$ cat src/rtl/rtc_xfer_pkg.sv
package rtc_xfer_pkg;

    typedef struct packed {
        logic [7:0] yr;
        logic [7:0] mon;
        logic [7:0] date;
        logic [7:0] dow;
        logic [7:0] hr;
        logic [7:0] min;
        logic [7:0] sec;
        logic [7:0] hund;
    } rtc_time_t;

    localparam int NUM_TK   = 8;
    localparam int NUM_ADDR = 32;
    localparam int AW       = $clog2(NUM_ADDR);
    localparam int TKW      = $clog2(NUM_TK);
    localparam int STORE_N  = NUM_ADDR - NUM_TK;
    localparam int HOLD_BIT = 6;

    localparam logic [AW-1:0] TK_LIMIT  = AW'(NUM_TK);
    localparam logic [AW-1:0] HOLD_ADDR = AW'(12);

    localparam rtc_time_t RTC_EPOCH = '{yr: 8'h00, mon: 8'h01, date: 8'h01,
                                        dow: 8'h01, hr: 8'h00, min: 8'h00,
                                        sec: 8'h00, hund: 8'h00};

    function automatic logic [7:0] bcd_up(input logic [7:0] v);
        return (v[3:0] == 4'd9) ? {v[7:4] + 4'd1, 4'd0} : {v[7:4], v[3:0] + 4'd1};
    endfunction

    // {rolled, next}: rolls to bottom once v reaches top
    function automatic logic [8:0] wrap_up(input logic [7:0] v,
                                           input logic [7:0] top,
                                           input logic [7:0] bottom);
        return (v >= top) ? {1'b1, bottom} : {1'b0, bcd_up(v)};
    endfunction

    function automatic logic [7:0] month_len(input logic [7:0] mon,
                                             input logic [7:0] yr);
        logic [6:0] ybin;
        ybin = 7'(yr[7:4]) * 7'd10 + 7'(yr[3:0]);
        case (mon)
            8'h02:                      return (ybin[1:0] == 2'd0) ? 8'h29 : 8'h28;
            8'h04, 8'h06, 8'h09, 8'h11: return 8'h30;
            default:                    return 8'h31;
        endcase
    endfunction

endpackage

$ cat src/rtl/rtc_prescaler.sv
module rtc_prescaler #(
    parameter int CLK_PER_TICK = 100000,
    localparam int PW = (CLK_PER_TICK > 1) ? $clog2(CLK_PER_TICK) : 1
) (
    input  logic          clk,
    input  logic          rst_n,
    input  logic          clr,
    output logic          tick,
    output logic [PW-1:0] cnt
);
    localparam logic [PW-1:0] LAST = PW'(CLK_PER_TICK - 1);

    typedef struct packed {
        logic [PW-1:0] cnt;
    } pre_state_t;

    pre_state_t st_d, st_q;

    always_comb begin
        st_d = st_q;
        tick = (st_q.cnt == LAST) && !clr;
        if (clr || st_q.cnt == LAST) begin
            st_d.cnt = '0;
        end else begin
            st_d.cnt = st_q.cnt + 1'b1;
        end
    end

    always_ff @(posedge clk) begin
        if (!rst_n) begin
            st_q <= '0;
        end else begin
            st_q <= st_d;
        end
    end

    assign cnt = st_q.cnt;
endmodule

$ cat src/rtl/rtc_tk_counter.sv
module rtc_tk_counter
    import rtc_xfer_pkg::*;
(
    input  logic      clk,
    input  logic      rst_n,
    input  logic      tick,
    input  logic      load,
    input  rtc_time_t load_val,
    output rtc_time_t now
);
    typedef struct packed {
        rtc_time_t t;
    } ctr_state_t;

    ctr_state_t st_d, st_q;
    logic [8:0] r_hund, r_sec, r_min, r_hr, r_dow, r_date, r_mon, r_yr;
    logic       day_c;

    always_comb begin
        r_hund = wrap_up(st_q.t.hund, 8'h99, 8'h00);
        r_sec  = wrap_up(st_q.t.sec,  8'h59, 8'h00);
        r_min  = wrap_up(st_q.t.min,  8'h59, 8'h00);
        r_hr   = wrap_up(st_q.t.hr,   8'h23, 8'h00);
        r_dow  = wrap_up(st_q.t.dow,  8'h07, 8'h01);
        r_date = wrap_up(st_q.t.date, month_len(st_q.t.mon, st_q.t.yr), 8'h01);
        r_mon  = wrap_up(st_q.t.mon,  8'h12, 8'h01);
        r_yr   = wrap_up(st_q.t.yr,   8'h99, 8'h00);
        day_c  = r_hund[8] & r_sec[8] & r_min[8] & r_hr[8];

        st_d = st_q;
        if (load) begin
            st_d.t = load_val;
        end else if (tick) begin
            st_d.t.hund = r_hund[7:0];
            if (r_hund[8])                       st_d.t.sec  = r_sec[7:0];
            if (r_hund[8] & r_sec[8])            st_d.t.min  = r_min[7:0];
            if (r_hund[8] & r_sec[8] & r_min[8]) st_d.t.hr   = r_hr[7:0];
            if (day_c) begin
                st_d.t.dow  = r_dow[7:0];
                st_d.t.date = r_date[7:0];
            end
            if (day_c & r_date[8])               st_d.t.mon  = r_mon[7:0];
            if (day_c & r_date[8] & r_mon[8])    st_d.t.yr   = r_yr[7:0];
        end
    end

    always_ff @(posedge clk) begin
        if (!rst_n) begin
            st_q.t <= RTC_EPOCH;
        end else begin
            st_q <= st_d;
        end
    end

    assign now = st_q.t;
endmodule

$ cat src/rtl/rtc_xfer_regs.sv
module rtc_xfer_regs
    import rtc_xfer_pkg::*;
(
    input  logic          clk,
    input  logic          rst_n,
    input  logic          pwr_fail,
    input  logic [AW-1:0] addr,
    input  logic [7:0]    wdata,
    input  logic          rd,
    input  logic          wr,
    input  logic          cyc_start,
    input  logic          cyc_end,
    input  rtc_time_t     live,
    output logic [7:0]    rdata,
    output rtc_time_t     snap,
    output logic          hold,
    output logic          load,
    output rtc_time_t     load_val
);
    typedef struct packed {
        logic [NUM_TK-1:0][7:0]  snap;
        logic                    hold;
        logic                    touched;
        logic [STORE_N-1:0][7:0] store;
    } reg_state_t;

    reg_state_t    st_d, st_q;
    logic [AW-1:0] sidx;
    logic          is_tk;
    logic [7:0]    rbyte;

    assign sidx  = addr - TK_LIMIT;
    assign is_tk = (addr < TK_LIMIT);

    always_comb begin
        st_d = st_q;
        if (cyc_start && !st_q.hold) begin
            st_d.snap = live;
        end
        if (wr) begin
            if (is_tk) begin
                st_d.snap[addr[TKW-1:0]] = wdata;
                st_d.touched = 1'b1;
            end else begin
                st_d.store[sidx] = wdata;
                if (addr == HOLD_ADDR) begin
                    st_d.hold = wdata[HOLD_BIT];
                end
            end
        end
        if (pwr_fail) begin
            st_d.snap = live;
            st_d.hold = 1'b1;
        end
        load     = cyc_end && st_d.touched;
        load_val = rtc_time_t'(st_d.snap);
        if (cyc_end) begin
            st_d.touched = 1'b0;
        end
    end

    always_comb begin
        rbyte = 8'h00;
        if (rd) begin
            if (is_tk) begin
                rbyte = st_q.snap[addr[TKW-1:0]];
            end else begin
                rbyte = st_q.store[sidx];
                if (addr == HOLD_ADDR) begin
                    rbyte[HOLD_BIT] = st_q.hold;
                end
            end
        end
    end

    always_ff @(posedge clk) begin
        if (!rst_n) begin
            st_q.snap    <= RTC_EPOCH;
            st_q.hold    <= 1'b0;
            st_q.touched <= 1'b0;
            st_q.store   <= '0;
        end else begin
            st_q <= st_d;
        end
    end

    assign rdata = rbyte;
    assign snap  = rtc_time_t'(st_q.snap);
    assign hold  = st_q.hold;
endmodule

$ cat src/rtl/rtc_xfer_core.sv
module rtc_xfer_core
    import rtc_xfer_pkg::*;
#(
    parameter int CLK_PER_TICK = 100000
) (
    input  logic       clk,
    input  logic       rst_n,
    input  logic       pwr_fail,
    input  logic [4:0] bus_addr,
    input  logic [7:0] bus_wdata,
    output logic [7:0] bus_rdata,
    input  logic       bus_rd,
    input  logic       bus_wr,
    input  logic       bus_start,
    input  logic       bus_end
);
    localparam int PW = (CLK_PER_TICK > 1) ? $clog2(CLK_PER_TICK) : 1;

    rtc_time_t     live, snap, load_val;
    logic          hold, load, tick;
    logic [PW-1:0] presc_cnt;

    rtc_prescaler #(.CLK_PER_TICK(CLK_PER_TICK)) u_pre (
        .clk   (clk),
        .rst_n (rst_n),
        .clr   (load),
        .tick  (tick),
        .cnt   (presc_cnt)
    );

    rtc_tk_counter u_ctr (
        .clk      (clk),
        .rst_n    (rst_n),
        .tick     (tick),
        .load     (load),
        .load_val (load_val),
        .now      (live)
    );

    rtc_xfer_regs u_regs (
        .clk       (clk),
        .rst_n     (rst_n),
        .pwr_fail  (pwr_fail),
        .addr      (bus_addr),
        .wdata     (bus_wdata),
        .rd        (bus_rd),
        .wr        (bus_wr),
        .cyc_start (bus_start),
        .cyc_end   (bus_end),
        .live      (live),
        .rdata     (bus_rdata),
        .snap      (snap),
        .hold      (hold),
        .load      (load),
        .load_val  (load_val)
    );
endmodule

$ cat config.mk
export PLATFORM = sky130hd
export DESIGN_NAME = rtc_xfer_core
export DESIGN_NICKNAME = d
export VERILOG_FILES = /design/src/rtl/rtc_xfer_pkg.sv /design/src/rtl/rtc_prescaler.sv /design/src/rtl/rtc_tk_counter.sv /design/src/rtl/rtc_xfer_regs.sv /design/src/rtl/rtc_xfer_core.sv
export SDC_FILE = /design/constraint.sdc
export NUM_CORES = 1
export LEC_CHECK = 0
export CORE_MARGIN = 2
export CORE_UTILIZATION = 63
export DETAILED_ROUTE_END_ITERATION = 6
export PLACE_DENSITY_LB_ADDON = 0.05
export SLEW_MARGIN = 20
export SYNTH_ARGS = -nofsm -noshare
export SYNTH_HDL_FRONTEND = slang
export SYNTH_SLANG_ARGS = --single-unit
$ cat constraint.sdc
create_clock -name clk -period 3.54 [get_ports clk]
set_input_delay 0.708 -clock clk [delete_from_list [all_inputs] [get_ports clk]]
set_output_delay 0.708 -clock clk [all_outputs]
set_load 0.03 [all_outputs]
After elaboration in Yosys (flattened, before gate mapping). Index checks and enable logic that the tools add are counted.

Add/subtract/negate cells: 19. Multiply operators: 1. Magnitude comparators: 13. Eq/ne operators: 16. Multiplexer cells: 47. Bitwise operators: 7. Reduce and logical (&&, ||, !) cells: 45.

Operators by type and width (number): $mux 258 (1); $mux 64 (4); $bwmux 192 (1); $mux 192 (1); $mux 8 (21); $mux 65 (1); $add 4x1->4 const B (16); $bwmux 64 (1); $mux 9 (6); $bmux 8 s5 (1); $demux 8 s5 (1); $eq 4x4->1 const B (8); $bmux 8 s3 (1); $demux 8 s3 (1); $reduce_and 3->1 (8); $reduce_bool 3->1 (8); $reduce_bool 2->1 (9); $add 17x1->17 const B (1); $eq 17x17->1 const B (1); $eq 8x3->1 const B (2); $ge 8x7->1 const B (2); $ge 8x8->1 const B (2); $mux 16 (1); $pmux 8 s2 (1); 27 further kinds (49).

Bits in registers: 339. Output and inout bits: 8. Word-level logic and storage cells: 199.

Longest topological paths before layout. Gate-level depths: netlist of run 1.

Depth after elaboration: 13. Mapped depth: 14. Depth with buffers taken out: 13.

Cells and area by module. From an unflattened synthesis of run 1, not the netlist that was laid out.

Cells, all modules: 2223. Area, all modules: 19765.2 µm².

By module, submodules not included: rtc_xfer_regs (instances 1, cells an instance 1603, area an instance 14725.4 µm², sequential area each 5165.0 µm²); rtc_tk_counter (instances 1, cells an instance 532, area an instance 4261.6 µm², sequential area each 1281.2 µm²); rtc_prescaler (instances 1, cells an instance 88, area an instance 778.2 µm², sequential area each 340.3 µm²).

Least setup slack after synthesis of run 1. Ideal clock, no wire load.

Kind: input -> output. From: input port bus_addr[3]. To: output port bus_rdata[0]. Arrival time: 3031 ps. Slack: -199 ps. Stages: 9. Cells stage by stage: clkbuf_1 -> inv_1 -> ha_1 -> clkbuf_1 -> nand2b_1 -> clkbuf_1 -> nor2_1 -> a211oi_1 -> a211oi_1.

Word-level cells in the longest chain between the ends: 5.

RTL lines: start, declared (line rtc_xfer_core.sv:9) `input logic [4:0] bus_addr,`; $sub 5x4->5 (line rtc_xfer_regs.sv:32) `assign sidx = addr - TK_LIMIT;`; $bmux 8 s5 (line rtc_xfer_regs.sv:68) `rbyte = st_q.store[sidx];`; $mux 8 (implied by the code) (line rtc_xfer_regs.sv:68); $mux 8 (*) (line rtc_xfer_regs.sv:65) `if (is_tk) begin`; $mux 8 (*) (line rtc_xfer_regs.sv:64) `if (rd) begin`; end, declared (line rtc_xfer_core.sv:11) `output logic [7:0] bus_rdata,`.

Every way passes the cells marked *; elsewhere a longest branch is shown, timed or not. The select of a mux whose other input is x is not followed.

Final worst setup path of run 1.
From: input port bus_addr[0]. To: output port bus_rdata[6].

Word-level cells in the longest chain between the ends: 6.

RTL lines: $sub 5x4->5 (line rtc_xfer_regs.sv:32); $bmux 8 s5 (line rtc_xfer_regs.sv:68); $mux 8 (implied by the code) (line rtc_xfer_regs.sv:68); $mux 1 (line rtc_xfer_regs.sv:69) `if (addr == HOLD_ADDR) begin`; $mux 8 (*) (line rtc_xfer_regs.sv:65); $mux 8 (*) (line rtc_xfer_regs.sv:64).

Marked as above.

==> run summary, run 1 <==
total die area: 0.0286 mm²
Cell Area, Synth: 0.0172 mm²
maximum vdd drop: 0.567 mV
DP HPWL: 35300 µm
RePlAce Congestion: 1.03
IO buf count: 27
post-synthesis adder-cell area fraction: 2.26%
Slew @ Worst Pin: 1.04 ns
fraction of synthesized area in multiplexers: 19.1%
FF+latch count, synth: 339
Area growth syn-to-layout: 13.4%
FMAX: 288 MHz
syn avg cell area: 9.38 µm²
num rows: 60
post-synth top area cell: dfxtp_1
critical path fanouts, max: 10
synth top area cells: dfxtp_1 40%, mux2i_1 9.6%, mux4_2 9.5%, nor2_1 5.8%, nand2_1 2.8%
Cell variety after synth: 91
unrepaired setup endpoints after global routing: no
pwr/cell area: 442 mW/mm²
critical path capture point type: output pin
Period minus WS final: 3.47 ns
CP bufs+invs: 3
main combinational cell family by area after synthesis: multiplexers
first-pass GRT wire length: 78500 µm
layout cells sized above 1: 16.8%
die span in x: 169 µm
delay-heaviest family, CP: multiplexers
fin area: 0.0195 mm²
WP data arrival: 2.76 ns
Pleak: 0.00724 µW
Max stage delay on crit path: 0.52 ns
clock root cell: clkbuf_16
TritonCTS Sinks: 339
area share of xor/xnor cells in the synthesized design: 1.28%
CTS tree: done
CTS HTree Levels: 2
crit path launch type: primary input
Post-Route WL: 50600 µm
hold slack: 0.461 ns
Finished Layout Cells: 2235
Final ANT Viol Nets: 0
Crit path required time: 2.83 ns
hold_buf cts: 0
max-cap violation count: 0
worst path cell trace: buf_8 > buf_4 > mux4_2 > mux4_2 > nand2_1 > o21ai_1 > o31a_1 > buf_12
simple-gate portion of the synthesized area: 16.6%
Critical Path Slowest Stage Cell: mux4_2
clock latency on the worst-skew pair: 0.53 ns
grt total ovfl: 0
Top FF cell, synth: dfxtp_1
Die H: 169 µm
total CTS buffers: 37
Setup Viol. Count Final: 0
Pins Over Slew Limit: 0
Synth top area share: 39.6%
CP Class: in2out
vias in the first global route: 14100
post-synthesis cell count: 1830
placed cell areas: 0.0182 mm²
clk slew on worst S/H paths: 0.06 ns
Top-Level Pins: 28
count of flip-flops with a built-in enable after synthesis: 0
Remaining DRCs: 0
Net Count, Synth: 1881
compound-gate portion of the synthesized area: 16.8%
Initial DRC Count: 1510
largest net degree at the start of global routing: 93
Routed wire per std cell: 22.6 µm
GRT Overall Usage: 35.0%
Placeable Area: 0.0269 mm²
nets: 1919
final worst path period share: 98.1%
initial antenna violation count: 0
Layout Skew: 0.0187 ns
outcome: complete, no violations
YS warnings: 0
Post-CTS Setup Bufs: 0
Initial DRT Pass Iterations: 5
clock tree buffer depth: 3
Inst Count DP: 2170
Slew HR: 30.3%
Hold Vio Cnt, Final: 0
register area share after synthesis: 39.6%
ys async rst share: 0%
via count: 14800
most frequent CP cell: mux4_2
# diodes: 0
vias per inst: 6.60
Initial Utilization: 63.8%
min-delay worst type: reg2reg
synthesized netlist by cell type (all sizes together), types with 11 or more instances:
master	n
a31oi	17
ha	31
o221ai	13
nor3	23
o22ai	53
nor2b	11
nand2	131
nor2	277
mux2i	165
o21ai	80
a21oi	93
and2	23
nand3	62
inv	28
clkbuf	92
xnor2	11
dfxtp	339
o22a	38
a211oi	22
buf	53
a22oi	13
nand4	11
mux4	72
xor2	14
cell families after synthesis:
family / count (synthesis)
fa+ha+maj: 31
buf+inv: 174
xor+xnor: 25
compound gates: 420
mux: 238
flops: 339
simple gates: 603
where the power goes:
group	internal (µW)	switching [µW]
registers	3890	80.5
clock network	2200	1560
logic	340	533
tightest hold or removal path, cell delays in order (launching register included):
cell	delay [ns]
dfxtp_1	0.31
nand2_1	0.05
a21oi_1	0.05
final timing paths:
check | cells after the start | startpoint | slack (ns) | end
max | 8 | bus_addr[0] | 0.07 | bus_rdata[6]
min | 2 | flip-flop | 0.46 | flip-flop
max reg2reg | 14 | u_ctr.now[52] | 0.26 | u_ctr.now[42]
min reg2reg | 2 | flip-flop | 0.46 | flip-flop
area by class of cell:
| type | instances | area [µm²] |
|---|---|---|
| inverter | 29 | 116 |
| sequential | 339 | 6790 |
| fill | 2041 | 7420 |
| clock buffer | 53 | 1050 |
| timing repair buffer | 144 | 1260 |
| clock inverter | 12 | 120 |
| multi-input combinational | 1317 | 9700 |
| tap | 341 | 427 |
through the flow:
| step | setup slack, ns | utilization (%) | TNS (ns) | total power, µW |
|---|---|---|---|---|
| floorplan | -0.199 | - | -1.19 | 4580 |
| global route | 0.0300 | 72.4 | 0 | 8850 |
| CTS | 0.00940 | 72.2 | 0 | 8610 |
| finish | 0.0689 | 72.4 | 0 | 8610 |
| global placement | -0.0876 | 67.8 | -0.216 | 4880 |
| detailed placement | -0.0948 | 67.8 | -0.236 | 4890 |
repair_timing:
item | in CTS | in global routing
pin swaps | 0 | 1
endpoints found under the setup margin | 5 | 11
resized for setup | 6 | 10
layout by cell type (no fill, tap or decap), types with 9 or more instances in the layout:
master / count
clkbuf_16: 37
ha_1: 31
buf_4: 114
nand2b_1: 9
o21ai_1: 9
a22oi_1: 13
dfxtp_1: 339
buf_12: 10
nor2b_1: 11
nor2_1: 262
nor2_2: 12
nand2_1: 126
clkdlybuf4s50_1: 14
o22ai_1: 52
o21ai_0: 69
o22a_1: 38
nand3_1: 59
a211oi_1: 13
mux4_2: 72
clkbuf_1: 10
xnor2_1: 11
o221ai_1: 13
inv_1: 27
o2bb2ai_1: 10
a31oi_1: 17
and2_1: 20
xor2_1: 14
nor3_1: 21
and3_1: 9
a21oi_1: 90
nand4_1: 10
mux2i_1: 165
metal layers:
layer,up-vias,global-route usage (%),part of all wire [%]
li1,6769,-,-
met1,7194,46.7,42
met2,635,56.4,46
met3,152,5.47,7.2
met4,0,15.8,4.4
met5,-,0,0
(Power assumes the default switching activity.)
==> run 2, diff against run 1 <==
- CORE_UTILIZATION: 63 -> 64
- SYNTH_HIERARCHICAL: not set -> 1
==> run 2 against run 1 <==
Sequential power shrank 1%. Hold slack worse by 0.0086 ns. Total power increased by 2.3%. Combinational power rose by 20%. Count of clock-buffer cells in the layout rose by 2. Die area increased by 10%. Worst setup slack better by 0.013 ns. Clock skew decreased by 0.0051 ns. Cell area rose by 8.6%. Area after synthesis rose by 12%. Sequential share of layout area decreased by 2.8 points. Critical path type unchanged. Critical endpoint is now bus_rdata[0]. Largest power group unchanged.
==> run summary, run 2 <==
outcome: complete, no violations
layout cells sized above 1: 16.8% (-0.029 points)
Routed wire per std cell: 22.1 µm (-2.2%)
Slew @ Worst Pin: 0.983 ns (-0.0581 ns)
post-synthesis cell count: 2159 (+18%)
Internal: 6580 µW (+2.3%)
min-delay worst type: reg2reg
Initial DRT Pass Iterations: 5 (unchanged)
Final Util: 71.3% (-1.1 points)
Net Count, Synth: 2210 (+17%)
Remaining DRCs: 0 (unchanged)
largest net degree at the start of global routing: 140 (+51%)
pwr/cell area: 416 mW/mm² (-5.9%)
syn avg cell area: 8.93 µm² (-4.7%)
# diodes: 0 (unchanged)
dpl ws: -0.406 ns (-0.311 ns)
Fillers: 2312 (+13%)
IO buf count: 27 (unchanged)
switching share of power: 25.2% (about the same)
initial antenna violation count: 0 (unchanged)
vias in the first global route: 15800 (+12%)
YS warnings: 6 (+6)
CTS HTree Levels: 2 (unchanged)
Pins Over Slew Limit: 0 (unchanged)
vias per inst: 6.67 (+1.0%)
Final ANT Viol Nets: 0 (unchanged)
Hold Vio Cnt, Final: 0 (unchanged)
RePlAce Congestion: 0.966 (-6.3%)
Placeable Area: 0.0296 mm² (+10%)
Setup WS post-layout: 0.0814 ns (+0.0125 ns)
Area growth syn-to-layout: 9.60%
Top-Level Pins: 28 (unchanged)
CP Class: in2out
total die area: 0.0315 mm² (+10%)
leading cell type in the layout, fill and taps excluded: dfxtp_1
grt total ovfl: 0 (unchanged)
Slew HR: 34.2% (+3.9 points)
power share of the combinational group: 12.0% (+1.9 points)
total CTS buffers: 38 (+2.7%)
num rows: 63 (+5.0%)
DP HPWL: 39500 µm (+12%)
TritonCTS Sinks: 339 (unchanged)
final worst path period share: 97.7% (-0.35 points)
nets: 2186 (+14%)
Cell Area, Synth: 0.0193 mm² (+12%)
FMAX: 289 MHz (+0.36%)
clock tree buffer depth: 3 (unchanged)
max-cap violation count: 0 (unchanged)
maximum vdd drop: 0.331 mV (-42%)
Setup Viol. Count Final: 0 (unchanged)
critical path capture point type: output pin
WP data arrival: 2.75 ns (about the same)
critical path fanouts, max: 7 (-3)
Period minus WS final: 3.46 ns (-0.0125 ns)
Switching Power: 2220 µW (+2.2%)
crit path launch type: primary input
Initial Utilization: 65.1% (+1.2 points)
Sequential Power Share: 44.7% (-1.5 points)
die span in x: 178 µm (+5.1%)
Pleak: 0.00771 µW (+6.5%)
clock share of power: 43.3% (-0.4 points)
hold slack: 0.452 ns (-0.00858 ns)
via count: 17000 (+15%)
unrepaired setup endpoints after global routing: no
GRT Overall Usage: 35.4% (+0.44 points)
Initial DRC Count: 1772 (+17%)
clk slew on worst S/H paths: 0.06 ns (about the same)
clock latency on the worst-skew pair: 0.52 ns (about the same)
clock root cell: clkbuf_16
first-pass GRT wire length: 88900 µm (+13%)
CTS tree: done
most frequent cells in the layout: 339 x dfxtp_1, 241 x nand2_1, 159 x a21boi_0
Crit path required time: 2.83 ns (about the same)
Post-Route WL: 56400 µm (+12%)
Layout Skew: 0.0136 ns (-0.00512 ns)
Die H: 178 µm (+5.1%)
run 2: cell count changes in the layout (fill, tap and decap cells not counted), sizes merged, moves of 84 or more:
| cell | delta |
|---|---|
| a21boi | +168 |
| nand2 | +118 |
| nor2 | -201 |
| o22a | +84 |
run 2: worst paths after layout:
check                startpoint       endpoint  slack, ns  cells after the start
setup / recovery    bus_addr[3]   bus_rdata[0]       0.08                      7
hold / removal        flip-flop      flip-flop       0.45                      2
setup reg to reg  u_ctr/now[48]  u_ctr/now[53]       0.32                     11
hold reg to reg       flip-flop      flip-flop       0.45                      2
run 2: through the flow:
step	cell area, µm²	power (µW)	instances	setup TNS, ns
global route	21100	9060	2549	0
floorplan	19300	4780	2159	0
detailed placement	19900	5040	2484	-9.04
finish	21100	8800	2549	0
global placement	19900	5030	2484	-6.92
CTS	21100	8820	2549	0
run 2: worst max-delay path: stages:
cell and delay, ns:
clkdlybuf4s50_1 0.58, inv_1 0.10, ha_1 0.34, and2b_1 0.27, a31oi_1 0.12, a31oi_1 0.21, dlygate4sd2_1 0.42
run 2: cell type report:
cell class / count / area (µm²) / area share (%)
inverters: 39 / 146 / 0.693
flip-flops and latches: 339 / 6790 / 32.1
clock buffers: 55 / 1120 / 5.28
well taps: 390 / 488 / 2.31
repair buffers: 186 / 1620 / 7.65
multi-input cells: 1531 / 10900 / 51.6
clock inverters: 9 / 83.8 / 0.397
run 2: per-layer routing:
| layer | vias up | part of all wire, % | track usage, % |
|---|---|---|---|
| met5 | - | 0 | 0 |
| met4 | 0 | 4.9 | 16.4 |
| met3 | 160 | 6.6 | 4.97 |
| met2 | 705 | 46 | 57.0 |
| met1 | 8221 | 42 | 47.1 |
| li1 | 7904 | - | - |
run 2: timing repair:
item | in CTS | in global routing
endpoints found under the setup margin | 7 | 6
gates resized for setup | 34 | 3
hold buffers | 0 | 0
hold endpoints to repair | 0 | 0
buffers inserted | 1 | 0
pin swaps | 1 | 0
run 2: power by group through the flow:
stage	sequential, µW	clock [µW]	combinational, µW
2_1_floorplan	3990	0	789
3_3_place_gp	4010	0	1020
3_5_place_dp	4020	0	1020
4_1_cts	3930	3860	1030
5_1_grt	3940	4010	1110
6_report	3930	3810	1050
==> run 3, diff against run 2 <==
- clock period: 3.54 -> 3.28 ns (I/O delays scaled with it)
==> run 3 against run 2 <==
The run now ends with design-rule violations, negative setup slack left. Via count increased by 0.59%. Critical path type unchanged. Cell area increased by 1.7%. Sequential power increased by 8.1%. Total power increased by 11%. First-iteration DRC count increased by 18%. Wire length increased by 1.5%. Cell count increased by 1.5%. Die area unchanged. Critical path depth increased by 1. Global-route usage increased by 0.50 points.
==> run summary, run 3 (synthesis results as in run 2) <==
Internal: 7360 µW (+12%)
Initial DRT Pass Iterations: 7 (+2)
num rows: 63 (unchanged)
min-delay worst type: reg2reg
Max stage delay on crit path: 0.53 ns (-0.05 ns)
Inst Count DP: 2522 (+1.5%)
worst setup path startpoint: bus_addr[3]
power share of the combinational group: 11.8% (-0.2 points)
via count: 17100 (+0.59%)
Initial Utilization: 65.1% (unchanged)
Remaining DRCs: 2 (+2)
clock share of power: 44.9% (+1.6 points)
die span in x: 178 µm (unchanged)
Slew @ Worst Pin: 0.881 ns (-0.103 ns)
failing checks: design-rule violations, negative setup slack
Die H: 178 µm (unchanged)
maximum vdd drop: 0.430 mV (+30%)
DP HPWL: 40400 µm (+2.2%)
CP bufs+invs: 4 (+1)
Period minus WS final: 3.28 ns
critical path capture point type: output pin
total die area: 0.0315 mm² (unchanged)
Placeable Area: 0.0296 mm² (unchanged)
crit path launch type: primary input
Top-Level Pins: 28 (unchanged)
first-pass GRT wire length: 89800 µm (+0.99%)
IO buf count: 27 (unchanged)
Finished Layout Cells: 2588 (+1.5%)
FMAX: 305 MHz
final worst path period share: 100%
clk slew on worst S/H paths: 0.06 ns (about the same)
Hold Vio Cnt, Final: 0 (unchanged)
Slew HR: 41.1% (+6.9 points)
CTS tree: done
clock latency on the worst-skew pair: 0.53 ns (about the same)
CTS HTree Levels: 2 (unchanged)
leading cell type in the layout, fill and taps excluded: dfxtp_1
Critical Path Slowest Stage Cell: clkdlybuf4s50_1
Area growth syn-to-layout: 11.5%
total CTS buffers: 38 (unchanged)
Final ANT Viol Nets: 0 (unchanged)
Setup Viol. Count Final: 1 (+1)
Crit path required time: 2.62 ns (-0.21 ns)
Reg2Reg Launch Point: u_ctr/now[52]
Pleak: 0.00791 µW (+2.6%)
RePlAce Congestion: 0.952 (-1.5%)
Layout Skew: 0.0168 ns (+0.00316 ns)
Initial DRC Count: 2084 (+18%)
largest net degree at the start of global routing: 111 (-21%)
most frequent cells in the layout: 338 x dfxtp_1, 241 x nand2_1, 190 x buf_4
CP Class: in2out
Setup WS post-layout: -0.00132 ns (-0.0827 ns)
outcome: finished, violations left
TritonCTS Sinks: 339 (unchanged)
hold slack: 0.456 ns (+0.00382 ns)
pwr/cell area: 456 mW/mm² (+9.5%)
critical path fanouts, max: 7 (unchanged)
vias per inst: 6.60 (-0.93%)
grt total ovfl: 0 (unchanged)
Post-CTS Setup Bufs: 0 (-1)
Sequential Power Share: 43.3% (-1.4 points)
initial antenna violation count: 0 (unchanged)
worst path cell trace: clkdlybuf4s50_1 > inv_1 > ha_2 > nor2_2 > buf_4 > nand3_1 > a31oi_1 > clkdlybuf4s15_2
nets: 2223 (+1.7%)
Post-Route WL: 57300 µm (+1.5%)
# diodes: 0 (unchanged)
unrepaired setup endpoints after global routing: yes
Pins Over Slew Limit: 0 (unchanged)
clock root cell: clkbuf_16
GRT Overall Usage: 35.9% (+0.50 points)
vias in the first global route: 16000 (+1.2%)
clock tree buffer depth: 3 (unchanged)
WP data arrival: 2.63 ns (-0.12 ns)
Switching Power: 2450 µW (+10%)
switching share of power: 25.0% (-0.26 points)
delay-heaviest family, CP: buffers and inverters
max-cap violation count: 0 (unchanged)
Routed wire per std cell: 22.1 µm (about the same)
layout cells sized above 1: 19.1% (+2.3 points)
[run 3: cell types whose count changed in the layout (fill, tap and decap cells not counted), moves of 2 or more]
cell / delta
nor3_2: +2
bufinv_16: +3
nor2_1: -4
buf_12: -4
nor2_2: +4
nor3_1: -2
buf_6: -3
buf_4: +44
buf_2: +2
[run 3: tightest hold or removal path, cell delays in order, from the launching register on]
cell and delay [ns]:
dfxtp_1 0.31, nand2_1 0.05, a21boi_1 0.05
[run 3: path summary, 6_finish.rpt]
kind / endpoint / slack, ns / depth (start not counted)
worst min register to register: flip-flop / 0.46 / 2
worst min-delay path: flip-flop / 0.46 / 2
worst max register to register: u_ctr/now[41] / 0.22 / 11
worst max-delay path: bus_rdata[0] / -0.001 / 8
[run 3: power by group through the flow]
stage	Combinational (µW)	Sequential, µW	Clock, µW
floorplan	852	4300	0
global placement	1110	4330	0
detailed placement	1130	4340	0
CTS	1130	4250	4430
global route	1230	4250	4590
finish	1160	4250	4400
[run 3: layout make-up]
cell class                      instances  area [µm²]
Multi-Input combinational cell       1531       11000
Timing Repair Buffer                  223        1820
Fill cell                            2293        8140
Clock inverter                         11         169
Clock buffer                           55        1120
Tap cell                              390         488
Sequential cell                       339        6790
Inverter                               39         146
[run 3: timing repair]
item | CTS | global route
endpoints found under the setup margin | 8 | 40
pin swaps | 1 | 4
hold buffers | 0 | 0
gates resized for setup | 32 | 31
endpoints found under the hold margin | 0 | 0
[run 3: stage by stage]
step | setup WS (ns) | TNS [ns] | total power, µW | util (%) | area, µm²
4_1_cts | -0.0454 | -0.0454 | 9810 | 72.3 | 21400
5_1_grt | -0.0158 | -0.0480 | 10100 | 72.5 | 21500
2_1_floorplan | 0.0400 | 0 | 5150 | - | 19300
3_3_place_gp | -0.536 | -18.68 | 5440 | 68.0 | 20100
3_5_place_dp | -0.563 | -20.23 | 5460 | 68.0 | 20100
6_report | -0.00132 | -0.00132 | 9810 | 72.5 | 21500
[run 3: layer usage]
| metal | global-route usage [%] | share of wire [%] |
|---|---|---|
| met1 | 46.8 | 41 |
| met2 | 58.1 | 46 |
| met3 | 4.50 | 6.6 |
| met4 | 19.1 | 5.8 |
| met5 | 0 | 0 |
